### config.mk
export PLATFORM = sky130hd
export DESIGN_NAME = dmathr_cmd_throttle
export DESIGN_NICKNAME = d
export VERILOG_FILES = /design/src/rtl/dmathr_pkg.sv /design/src/rtl/dmathr_credit_fifo.sv /design/src/rtl/dmathr_credit_pool.sv /design/src/rtl/dmathr_occ_guard.sv /design/src/rtl/dmathr_cmd_throttle.sv
export SDC_FILE = /design/constraint.sdc
export NUM_CORES = 1
export LEC_CHECK = 0
export ABC_AREA = 0
export BUFFER_PORTS_ARGS = -buffer_cell sky130_fd_sc_hd__buf_2
export CAP_MARGIN = 10
export CELL_PAD_IN_SITES_DETAIL_PLACEMENT = 0
export CELL_PAD_IN_SITES_GLOBAL_PLACEMENT = 1
export CORE_UTILIZATION = 40
export CTS_BUF_LIST = sky130_fd_sc_hd__clkbuf_4 sky130_fd_sc_hd__clkbuf_8 sky130_fd_sc_hd__clkbuf_16
export DETAILED_ROUTE_END_ITERATION = 10
export GPL_TIMING_DRIVEN = 1
export PLACE_DENSITY_LB_ADDON = 0.1
export SYNTH_ARGS = -nofsm -noshare
export SYNTH_HDL_FRONTEND = slang
export SYNTH_SLANG_ARGS = --single-unit
### constraint.sdc
create_clock -name clk -period 9.9 [get_ports clk]
set_clock_uncertainty 0.15 [all_clocks]
set_input_delay 0.99 -clock clk [delete_from_list [all_inputs] [get_ports clk]]
set_output_delay 0.99 -clock clk [all_outputs]
set_load 0.005 [all_outputs]
### src/rtl/dmathr_pkg.sv
package dmathr_pkg;
    typedef enum logic [1:0] {
        SIDE_NONE = 2'b00,
        SIDE_RD   = 2'b01,
        SIDE_WR   = 2'b10,
        SIDE_BOTH = 2'b11
    } side_e;
endpackage

### src/rtl/dmathr_credit_fifo.sv
module dmathr_credit_fifo #(
    parameter int DEPTH = 4
) (
    input  logic clk,
    input  logic rst_n,
    input  logic active_i,
    input  logic push_vld_i,
    input  logic pop_i,
    output logic ready_o,
    output logic avail_o
);
    localparam int FW = $clog2(DEPTH + 1);

    typedef struct packed {
        logic [FW-1:0] fill;
    } fifo_st_t;

    fifo_st_t st_d, st_q;
    logic     push;

    always_comb begin
        st_d    = st_q;
        ready_o = !active_i || (st_q.fill < FW'(DEPTH));
        avail_o = (st_q.fill != '0);
        push    = active_i && push_vld_i && ready_o;
        if (!active_i) begin
            st_d.fill = '0;
        end else begin
            st_d.fill = st_q.fill + FW'(push) - FW'(pop_i);
        end
    end

    always_ff @(posedge clk or negedge rst_n) begin
        if (!rst_n) st_q <= '0;
        else        st_q <= st_d;
    end

    AST_FIFO_BOUND: assert property (@(posedge clk) disable iff (!rst_n)
        st_q.fill <= FW'(DEPTH));
    AST_NO_POP_EMPTY: assert property (@(posedge clk) disable iff (!rst_n)
        pop_i |-> (st_q.fill != '0));
    AST_FIFO_FLUSH: assert property (@(posedge clk) disable iff (!rst_n)
        !active_i |=> (st_q.fill == '0));
endmodule

### src/rtl/dmathr_credit_pool.sv
module dmathr_credit_pool
    import dmathr_pkg::*;
#(
    parameter int CRD_MAX = 32
) (
    input  logic  clk,
    input  logic  rst_n,
    input  logic  active_i,
    input  side_e side_i,
    input  logic  rd_req_i,
    input  logic  wr_req_i,
    input  logic  occ_block_i,
    input  logic  fifo_avail_i,
    output logic  rd_issue_o,
    output logic  wr_issue_o,
    output logic  pop_o
);
    localparam int CW = $clog2(CRD_MAX + 1);

    typedef struct packed {
        logic [CW-1:0] cnt;
    } pool_st_t;

    pool_st_t      st_d, st_q;
    logic          rd_ctl, wr_ctl, rd_use, wr_use, has1, has2;
    logic [CW-1:0] after;

    always_comb begin
        st_d       = st_q;
        rd_ctl     = side_i[0];
        wr_ctl     = side_i[1];
        has1       = (st_q.cnt != '0);
        has2       = (st_q.cnt > CW'(1));
        rd_issue_o = active_i && rd_req_i && (!rd_ctl || has1) && !occ_block_i;
        rd_use     = rd_issue_o && rd_ctl;
        wr_issue_o = active_i && wr_req_i && (!wr_ctl || (rd_use ? has2 : has1));
        wr_use     = wr_issue_o && wr_ctl;
        after      = st_q.cnt - CW'(rd_use) - CW'(wr_use);
        pop_o      = active_i && fifo_avail_i && (after < CW'(CRD_MAX));
        st_d.cnt   = active_i ? (after + CW'(pop_o)) : '0;
    end

    always_ff @(posedge clk or negedge rst_n) begin
        if (!rst_n) st_q <= '0;
        else        st_q <= st_d;
    end

    AST_CNT_CAP: assert property (@(posedge clk) disable iff (!rst_n)
        st_q.cnt <= CW'(CRD_MAX));
    AST_NO_CREDIT_RD: assert property (@(posedge clk) disable iff (!rst_n)
        (side_i[0] && st_q.cnt == '0) |-> !rd_issue_o);
    AST_NO_CREDIT_WR: assert property (@(posedge clk) disable iff (!rst_n)
        (side_i[1] && st_q.cnt == '0) |-> !wr_issue_o);
    AST_OCC_HOLD: assert property (@(posedge clk) disable iff (!rst_n)
        (side_i == SIDE_WR && occ_block_i) |-> !rd_issue_o);
    AST_POOL_FLUSH: assert property (@(posedge clk) disable iff (!rst_n)
        !active_i |=> (st_q.cnt == '0));
    AST_BALANCE: assert property (@(posedge clk) disable iff (!rst_n)
        (active_i && pop_o && (rd_use ^ wr_use)) |=> (st_q.cnt == $past(st_q.cnt)));
endmodule

### src/rtl/dmathr_occ_guard.sv
module dmathr_occ_guard #(
    parameter int OCC_W = 8
) (
    input  logic             clk,
    input  logic             rst_n,
    input  logic [OCC_W-1:0] occ_i,
    input  logic [OCC_W-1:0] thr_i,
    output logic             over_o
);
    typedef struct packed {
        logic over;
    } occ_st_t;

    occ_st_t st_d, st_q;

    always_comb begin
        st_d.over = (occ_i > thr_i);
        over_o    = st_q.over;
    end

    always_ff @(posedge clk or negedge rst_n) begin
        if (!rst_n) st_q <= '0;
        else        st_q <= st_d;
    end

    AST_OCC_REG: assert property (@(posedge clk) disable iff (!rst_n)
        (occ_i > thr_i) |=> over_o);
endmodule

### src/rtl/dmathr_cmd_throttle.sv
module dmathr_cmd_throttle
    import dmathr_pkg::*;
#(
    parameter int CRD_MAX    = 32,
    parameter int FIFO_DEPTH = 4,
    parameter int OCC_W      = 8
) (
    input  logic             clk,
    input  logic             rst_n,
    input  logic             en_i,
    input  logic             err_rec_i,
    input  logic [1:0]       side_i,
    input  logic             crd_valid_i,
    output logic             crd_ready_o,
    input  logic [OCC_W-1:0] occ_i,
    input  logic [OCC_W-1:0] occ_thr_i,
    input  logic             rd_req_i,
    input  logic             wr_req_i,
    output logic             rd_issue_o,
    output logic             wr_issue_o,
    output logic             run_o
);
    typedef struct packed {
        logic lock;
    } top_st_t;

    top_st_t st_d, st_q;
    side_e   side;
    logic    occ_over, occ_block, fifo_avail, pop;

    always_comb begin
        side      = side_e'(side_i);
        run_o     = en_i && !err_rec_i && !st_q.lock;
        occ_block = (side == SIDE_WR) && occ_over;
        st_d      = st_q;
        if (err_rec_i)  st_d.lock = 1'b1;
        else if (!en_i) st_d.lock = 1'b0;
    end

    always_ff @(posedge clk or negedge rst_n) begin
        if (!rst_n) st_q <= '0;
        else        st_q <= st_d;
    end

    dmathr_occ_guard #(.OCC_W(OCC_W)) occ_i0 (
        .clk    (clk),
        .rst_n  (rst_n),
        .occ_i  (occ_i),
        .thr_i  (occ_thr_i),
        .over_o (occ_over)
    );

    dmathr_credit_fifo #(.DEPTH(FIFO_DEPTH)) fifo_i0 (
        .clk        (clk),
        .rst_n      (rst_n),
        .active_i   (run_o),
        .push_vld_i (crd_valid_i),
        .pop_i      (pop),
        .ready_o    (crd_ready_o),
        .avail_o    (fifo_avail)
    );

    dmathr_credit_pool #(.CRD_MAX(CRD_MAX)) pool_i0 (
        .clk          (clk),
        .rst_n        (rst_n),
        .active_i     (run_o),
        .side_i       (side),
        .rd_req_i     (rd_req_i),
        .wr_req_i     (wr_req_i),
        .occ_block_i  (occ_block),
        .fifo_avail_i (fifo_avail),
        .rd_issue_o   (rd_issue_o),
        .wr_issue_o   (wr_issue_o),
        .pop_o        (pop)
    );

    AST_ERR_DROPS_RUN: assert property (@(posedge clk) disable iff (!rst_n)
        err_rec_i |=> !run_o);
    AST_LOCK_HOLDS: assert property (@(posedge clk) disable iff (!rst_n)
        (!run_o && en_i) |=> !run_o);
    AST_IDLE_NO_CMD: assert property (@(posedge clk) disable iff (!rst_n)
        !run_o |-> (!rd_issue_o && !wr_issue_o));
    AST_IDLE_DISCARD: assert property (@(posedge clk) disable iff (!rst_n)
        !run_o |-> crd_ready_o);
endmodule

==> impl_metrics.py, run 1 <==
metrics = {
    "run_status": {
        "outcome": "completed",
    },
    "drt": {
        "vias_per_cell": 4.70,
        "totalWireLength_um": 1720,
        "avgRoutedWirePerCell_um": 10.1,
        "dr.pass1.iters": 4,
        "via_count": 799,
        "drt_iter0_drc": 6,
        "drc_errors": 0,
        "ant_nets": 0,
    },
    "floorplan": {
        "rows": 17,
        "io-pin-count": 29,
        "die_w_um": 51.0,
        "dieArea_mm2": 0.00260,
        "die_h_um": 51.0,
        "coreArea_mm2": 0.00223,
        "initial_utilization": 0.429,
    },
    "placement": {
        "dp_hpwl_um": 1500,
        "gp_congestion": 0.779,
        "portBuffers": 28,
        "dp_cells": 166,
        "placed_area_mm2": 0.00113,
    },
    "timing": {
        "setup_violations": 0,
        "fmax_mhz": 208,
        "hold_viol": 0,
        "final.setup.tns_ps": 0,
        "timing.final.crit_period_ps": 4810,
        "rsz0062_at_grt": "no",
        "worst_pin_slew_ps": 316,
        "relSlewSlack": 0.788,
        "period_share": 0.486,
        "drv_slew": 0,
    },
    "setup_path": {
        "critPathMaxFanout": 9,
        "cp.depth": 22,
        "slowest_delay_ps": 540,
        "timing.rr.start": "st_q",
        "path_delay_family": "adder cells",
        "critPathSlowestCell": "fa_1",
        "cp.required_ps": 9900,
        "worstSetupEndpointType": "flip-flop",
        "criticalPathCategory": "in -> reg",
        "worst_ep_arrival_time_ps": 4820,
        "critPathBufInv": 5,
        "cp_cell_sequence": "buf_2, nor2_1, nand2_2, inv_2, nand3_1, a21oi_1, or3b_1, fa_1, inv_1, ha_1, nor3_1, nand2_1, xnor2_1, nor3_1, ha_1, inv_1, ha_1, inv_1, fa_1, xor2_1, xnor2_1, nor2_1",
        "critPathLaunch": "err_rec_i",
        "cp-start-kind": "input pin",
        "worst-r2r-cell-count": 21,
    },
    "synthesis": {
        "synthCells": 110,
        "synth_mux_area_frac": 0,
        "yosysSeqAreaShare": 0.287,
        "synth-seq-cells": 11,
        "synthSimpleGateAreaFrac": 0.251,
        "yosysUniqueCellTypes": 30,
        "synth_top_family_by_area": "simple AND/OR/NAND/NOR gates",
        "yosys_warnings": 0,
        "syn_area_per_cell_um2": 8.71,
        "synth_area_um2": 958,
        "syn_nets": 152,
        "synthXorXnorAreaFrac": 0.0731,
        "synth_compound_area_frac": 0.0809,
        "synthAdderAreaFrac": 0.238,
    },
    "global_route": {
        "grt_start_max_net_pins": 12,
        "grt_pass1_vias": 713,
        "grt_antenna_before_repair": 0,
        "grt_pass1_wl_um": 3020,
        "track_usage": 0.156,
        "grt.overflow.total": 0,
    },
    "clock_tree": {
        "clkTransAtPathRegs_ps": 70,
        "clock-root-buffer": "clkbuf_4",
        "cts_setup_buffers": 0,
        "clock_latency_ps": 270,
        "htreeDepth": 1,
        "cts_resized": 0,
        "clock_sinks": 11,
        "cts_tree": "done",
        "clockBufferDepth": 2,
        "cts_made_buffers": 3,
        "cts_hold_buf": 0,
    },
    "min_path": {
        "worst_hold_path_type": "reg -> reg",
        "min_path_cells": 1,
        "hp-start": "st_q",
    },
    "final_layout": {
        "finalNetCount": 185,
        "syn_to_final_growth_pct": 21.4,
        "fin_area_mm2": 0.00116,
        "antenna_cells": 0,
        "layout-drive-gt1-share": 0.261,
        "fillers": 230,
        "fin_cells": 170,
    },
    "pwr": {
        "powerDensity_mw_per_mm2": 80.3,
        "p_leak_nw": 0.628,
        "vdd_drop_max_uv": 66.8,
    },
    "run": {
        "drv_cap": 0,
    },
}
[sequential cells by signal, indices dropped and copies added (netlist names)]
| signal | count |
|---|---|
| pool_i0.st_q | 6 |
| st_q | 1 |
| fifo_i0.st_q | 3 |
| occ_i0.over_o | 1 |
[report_power, final]
part | total [mW] | internal (mW) | switching (mW)
Clock | 0.0327 | 0.0183 | 0.0144
Combinational | 0.0147 | 0.00743 | 0.00730
Sequential | 0.0460 | 0.0457 | 0.000272
Total | 0.0934 | 0.0715 | 0.0220
[Yosys cell counts (all sizes together)]
library cell / instances / share of area
nand4bb: 1 / 0.012
xor2: 3 / 0.027
nor4: 1 / 0.013
o211ai: 1 / 0.0078
or2: 1 / 0.0065
dfrtp: 11 / 0.29
fa: 2 / 0.042
o21ai: 2 / 0.010
nand3b: 1 / 0.0078
a21o: 1 / 0.0078
o22ai: 1 / 0.0065
or3b: 1 / 0.0091
a211oi: 1 / 0.0078
nor2: 8 / 0.031
nand3: 5 / 0.026
nor2b: 1 / 0.0065
a21oi: 6 / 0.031
and2: 3 / 0.020
ha: 15 / 0.20
nor3b: 5 / 0.044
xnor2: 5 / 0.046
inv: 18 / 0.070
nand2: 10 / 0.042
nor3: 5 / 0.026
a32oi: 1 / 0.0091
and3: 1 / 0.0065
[final timing paths]
path	to	slack, ps
worst max-delay path	fifo_i0.st_q[2]	5090
worst min-delay path	st_q	330
worst max register to register	fifo_i0.st_q[2]	5540
worst min register to register	st_q	330
max in group asynchronous	pool_i0.st_q[5]	8970
min in group asynchronous	st_q	430
[layout by cell type, fill, tap and decap left out, types with 5 or more instances in the layout]
master / instances
nor3_1: 5
buf_2: 28
nand2_1: 9
ha_1: 15
dfrtp_1: 11
nor2_1: 8
xnor2_1: 5
a21oi_1: 6
nand3_1: 5
inv_1: 17
[through the flow]
step / hold slack (ps) / setup WS, ps / util / total power [mW]
floorplan: 300 / 5310 / - / 0.0542
global placement: 310 / 4940 / 0.508 / 0.0613
detailed placement: 320 / 4810 / 0.508 / 0.0619
CTS: 336 / 5070 / 0.521 / 0.0947
global route: 357 / 4750 / 0.521 / 0.0997
finish: 330 / 5090 / 0.521 / 0.0934
[worst reg2reg max path, stage by stage, from the launching register on]
cell	delay, ps
dfrtp_1	350
nor2_1	50
nand2_2	170
inv_2	110
nand3_1	110
a21oi_1	80
or3b_1	420
fa_1	540
inv_1	50
ha_1	190
nor3_1	280
nand2_1	120
xnor2_1	150
nor3_1	230
ha_1	280
inv_1	60
ha_1	130
inv_1	40
fa_1	370
xor2_1	180
xnor2_1	140
nor2_1	50
[cell families (layout without fill, tap and decap cells)]
kind of cell,after synthesis,count (layout)
compound gates,13,13
fa+ha+maj,17,17
simple gates,43,43
buf+inv,18,50
flops,11,11
xor+xnor,8,8
[routing by layer]
| layer | track usage | part of all wire | vias to the layer above |
|---|---|---|---|
| met1 | 0.211 | 0.51 | 339 |
| li1 | - | - | 441 |
| met2 | 0.252 | 0.45 | 17 |
| met3 | 0.0268 | 0.033 | 2 |
| met4 | 0.0417 | 0.0076 | 0 |
| met5 | 0 | 0 | - |
[layout make-up]
type	count	area [um^2]	area share
repair buffers	28	140	0.120
clock buffers	4	30.0	0.0258
flip-flops and latches	11	275	0.237
inverters	18	67.6	0.0581
well taps	28	35.0	0.0301
multi-input cells	81	616	0.529
Power figures use the tool's default switching activity.
==> run 2, diff against run 1 <==
--- a/config.mk
+++ b/config.mk
@@ -10,7 +10,7 @@
 export CAP_MARGIN = 10
 export CELL_PAD_IN_SITES_DETAIL_PLACEMENT = 0
 export CELL_PAD_IN_SITES_GLOBAL_PLACEMENT = 1
-export CORE_UTILIZATION = 40
+export CORE_UTILIZATION = 33
 export CTS_BUF_LIST = sky130_fd_sc_hd__clkbuf_4 sky130_fd_sc_hd__clkbuf_8 sky130_fd_sc_hd__clkbuf_16
 export DETAILED_ROUTE_END_ITERATION = 10
 export GPL_TIMING_DRIVEN = 1
==> constraint.sdc (replaced) <==
create_clock -name clk -period 4.15 [get_ports clk]
set_clock_uncertainty 0.15 [all_clocks]
set_input_delay 0.415 -clock clk [delete_from_list [all_inputs] [get_ports clk]]
set_output_delay 0.415 -clock clk [all_outputs]
set_load 0.005 [all_outputs]
==> run 2 against run 1 <==
- wire length increased by 4.3%
- sequential power increased by 140%
- hold slack got worse by 140 ps
- critical path depth decreased by 2
- clock power increased by 140%
- largest power group unchanged
- highest routed layer unchanged
- total power increased by 140%
==> impl_metrics.py, run 2 (same netlist as run 1, synthesis figures left out) <==
metrics = {
    "run_status": {
        "outcome": "completed",
    },
    "clock_tree": {
        "cts_made_buffers": 3,
        "clkTransAtPathRegs_ps": 70,
        "cts_setup_buffers": 0,
        "htreeDepth": 1,
        "cts_tree": "done",
        "clockBufferDepth": 2,
        "clock_sinks": 11,
        "clock-root-buffer": "clkbuf_4",
        "clock_latency_ps": 260,
    },
    "floorplan": {
        "coreArea_mm2": 0.00276,
        "rows": 19,
        "dieArea_mm2": 0.00312,
        "die_h_um": 55.9,
        "io-pin-count": 29,
        "die_w_um": 55.9,
        "initial_utilization": 0.348,
    },
    "timing": {
        "fmax_mhz": 258,
        "drv_slew": 0,
        "timing.final.crit_period_ps": 3880,
        "period_share": 0.934,
        "hold_ws_ps": 190,
        "worst_pin_slew_ps": 329,
        "relSlewSlack": 0.779,
        "setup_violations": 0,
        "hold_viol": 0,
    },
    "drt": {
        "dr.pass1.iters": 3,
        "drc_errors": 0,
        "drt_iter0_drc": 9,
        "via_count": 842,
        "vias_per_cell": 4.65,
        "ant_nets": 0,
        "avgRoutedWirePerCell_um": 9.89,
        "totalWireLength_um": 1790,
    },
    "final_layout": {
        "seqCellArea_um2": 275,
        "largestRegisters": "pool_i0.st_q (6), fifo_i0.st_q (3)",
        "regMostFlops": "pool_i0.st_q",
        "final_cell_mix": "buf_2, inv_1, ha_1",
        "final_common_cell": "buf_2",
        "fin_area_mm2": 0.00124,
        "fillers": 278,
        "post-route-util": 0.451,
        "finalNetCount": 193,
        "antenna_cells": 0,
        "multiInputGateArea_um2": 631,
        "layout-drive-gt1-share": 0.313,
        "fin_cells": 181,
        "largest_reg_flops": 6,
        "syn_to_final_growth_pct": 29.9,
    },
    "min_path": {
        "min_path_cells": 2,
        "worst_hold_path_type": "in -> reg",
    },
    "pwr": {
        "finalPower_mw": 0.225,
        "p_leak_nw": 0.670,
        "powerDensity_mw_per_mm2": 181,
        "vdd_drop_max_uv": 113,
    },
    "placement": {
        "gp_congestion": 0.709,
        "portBuffers": 28,
        "dp_cells": 176,
        "dp_hpwl_um": 1530,
        "placed_area_mm2": 0.00119,
    },
    "run": {
        "drv_cap": 0,
    },
    "setup_path": {
        "cp.required_ps": 4160,
        "critPathMaxFanout": 4,
        "cp-start-kind": "flip-flop",
        "worstSetupEndpointType": "flip-flop",
        "worst_ep_arrival_time_ps": 3880,
        "worst-r2r-cell-count": 20,
        "criticalPathCategory": "reg -> reg",
    },
    "global_route": {
        "grt_pass1_vias": 816,
        "grt_pass1_wl_um": 3220,
        "grt_antenna_before_repair": 0,
        "grt.overflow.total": 0,
        "track_usage": 0.129,
        "grt_start_max_net_pins": 12,
    },
}
-- run 2: power breakdown --
group	internal, mW	leakage [nW]	switching [mW]
clock	0.0437	0.0184	0.0342
combinational	0.0192	0.503	0.0180
sequential	0.109	0.149	0.000610
total	0.172	0.670	0.0528
-- run 2: repair_timing --
action | in CTS | in global routing
gates resized for setup | 0 | 3
hold endpoints to repair | 11 | 0
hold buffers | 1 | 0
setup endpoints to repair | 0 | 1
-- run 2: layer usage --
metal | track usage | vias to the layer above | part of all wire
met2 | 0.210 | 16 | 0.45
li1 | - | 455 | -
met1 | 0.174 | 367 | 0.51
met4 | 0.0523 | 0 | 0.013
met5 | 0 | - | 0
met3 | 0.0140 | 4 | 0.031
-- run 2: cell type report --
type | instances | area share
repair buffers | 36 | 0.163
inverters | 18 | 0.0543
flip-flops and latches | 11 | 0.221
multi-input cells | 81 | 0.507
well taps | 31 | 0.0312
clock buffers | 4 | 0.0241
-- run 2: path summary, 6_finish.rpt --
kind	startpoint	end	slack, ps
max in group asynchronous	rst_n	pool_i0.st_q[2]	3250
min in group asynchronous	rst_n	fifo_i0.st_q[0]	400
worst min-delay path	err_rec_i	st_q	190
worst min register to register	st_q	st_q	330
worst max-delay path	st_q	fifo_i0.st_q[2]	270
worst max register to register	st_q	fifo_i0.st_q[2]	270
-- run 2: metrics by stage --
stage               setup WS, ps  TNS, ps
finish                       274        0
global route               -13.8    -13.8
CTS                         26.2        0
detailed placement          -104     -104
global placement           -74.6    -74.6
floorplan                    132        0
-- run 2: worst max-delay path, cell delays in order, from the launching register on --
cell and delay [ps]:
dfrtp_1 380, nor2_1 130, nand2_2 80, inv_2 80, nand2_1 70, or3b_1 370
fa_1 510, inv_1 50, ha_1 190, nor3_2 160, nand2_1 90, xnor2_1 150
nor3_2 150, ha_1 260, inv_1 50, ha_1 130, inv_1 50, fa_1 370
xor2_1 170, xnor2_1 130, nor2_1 50
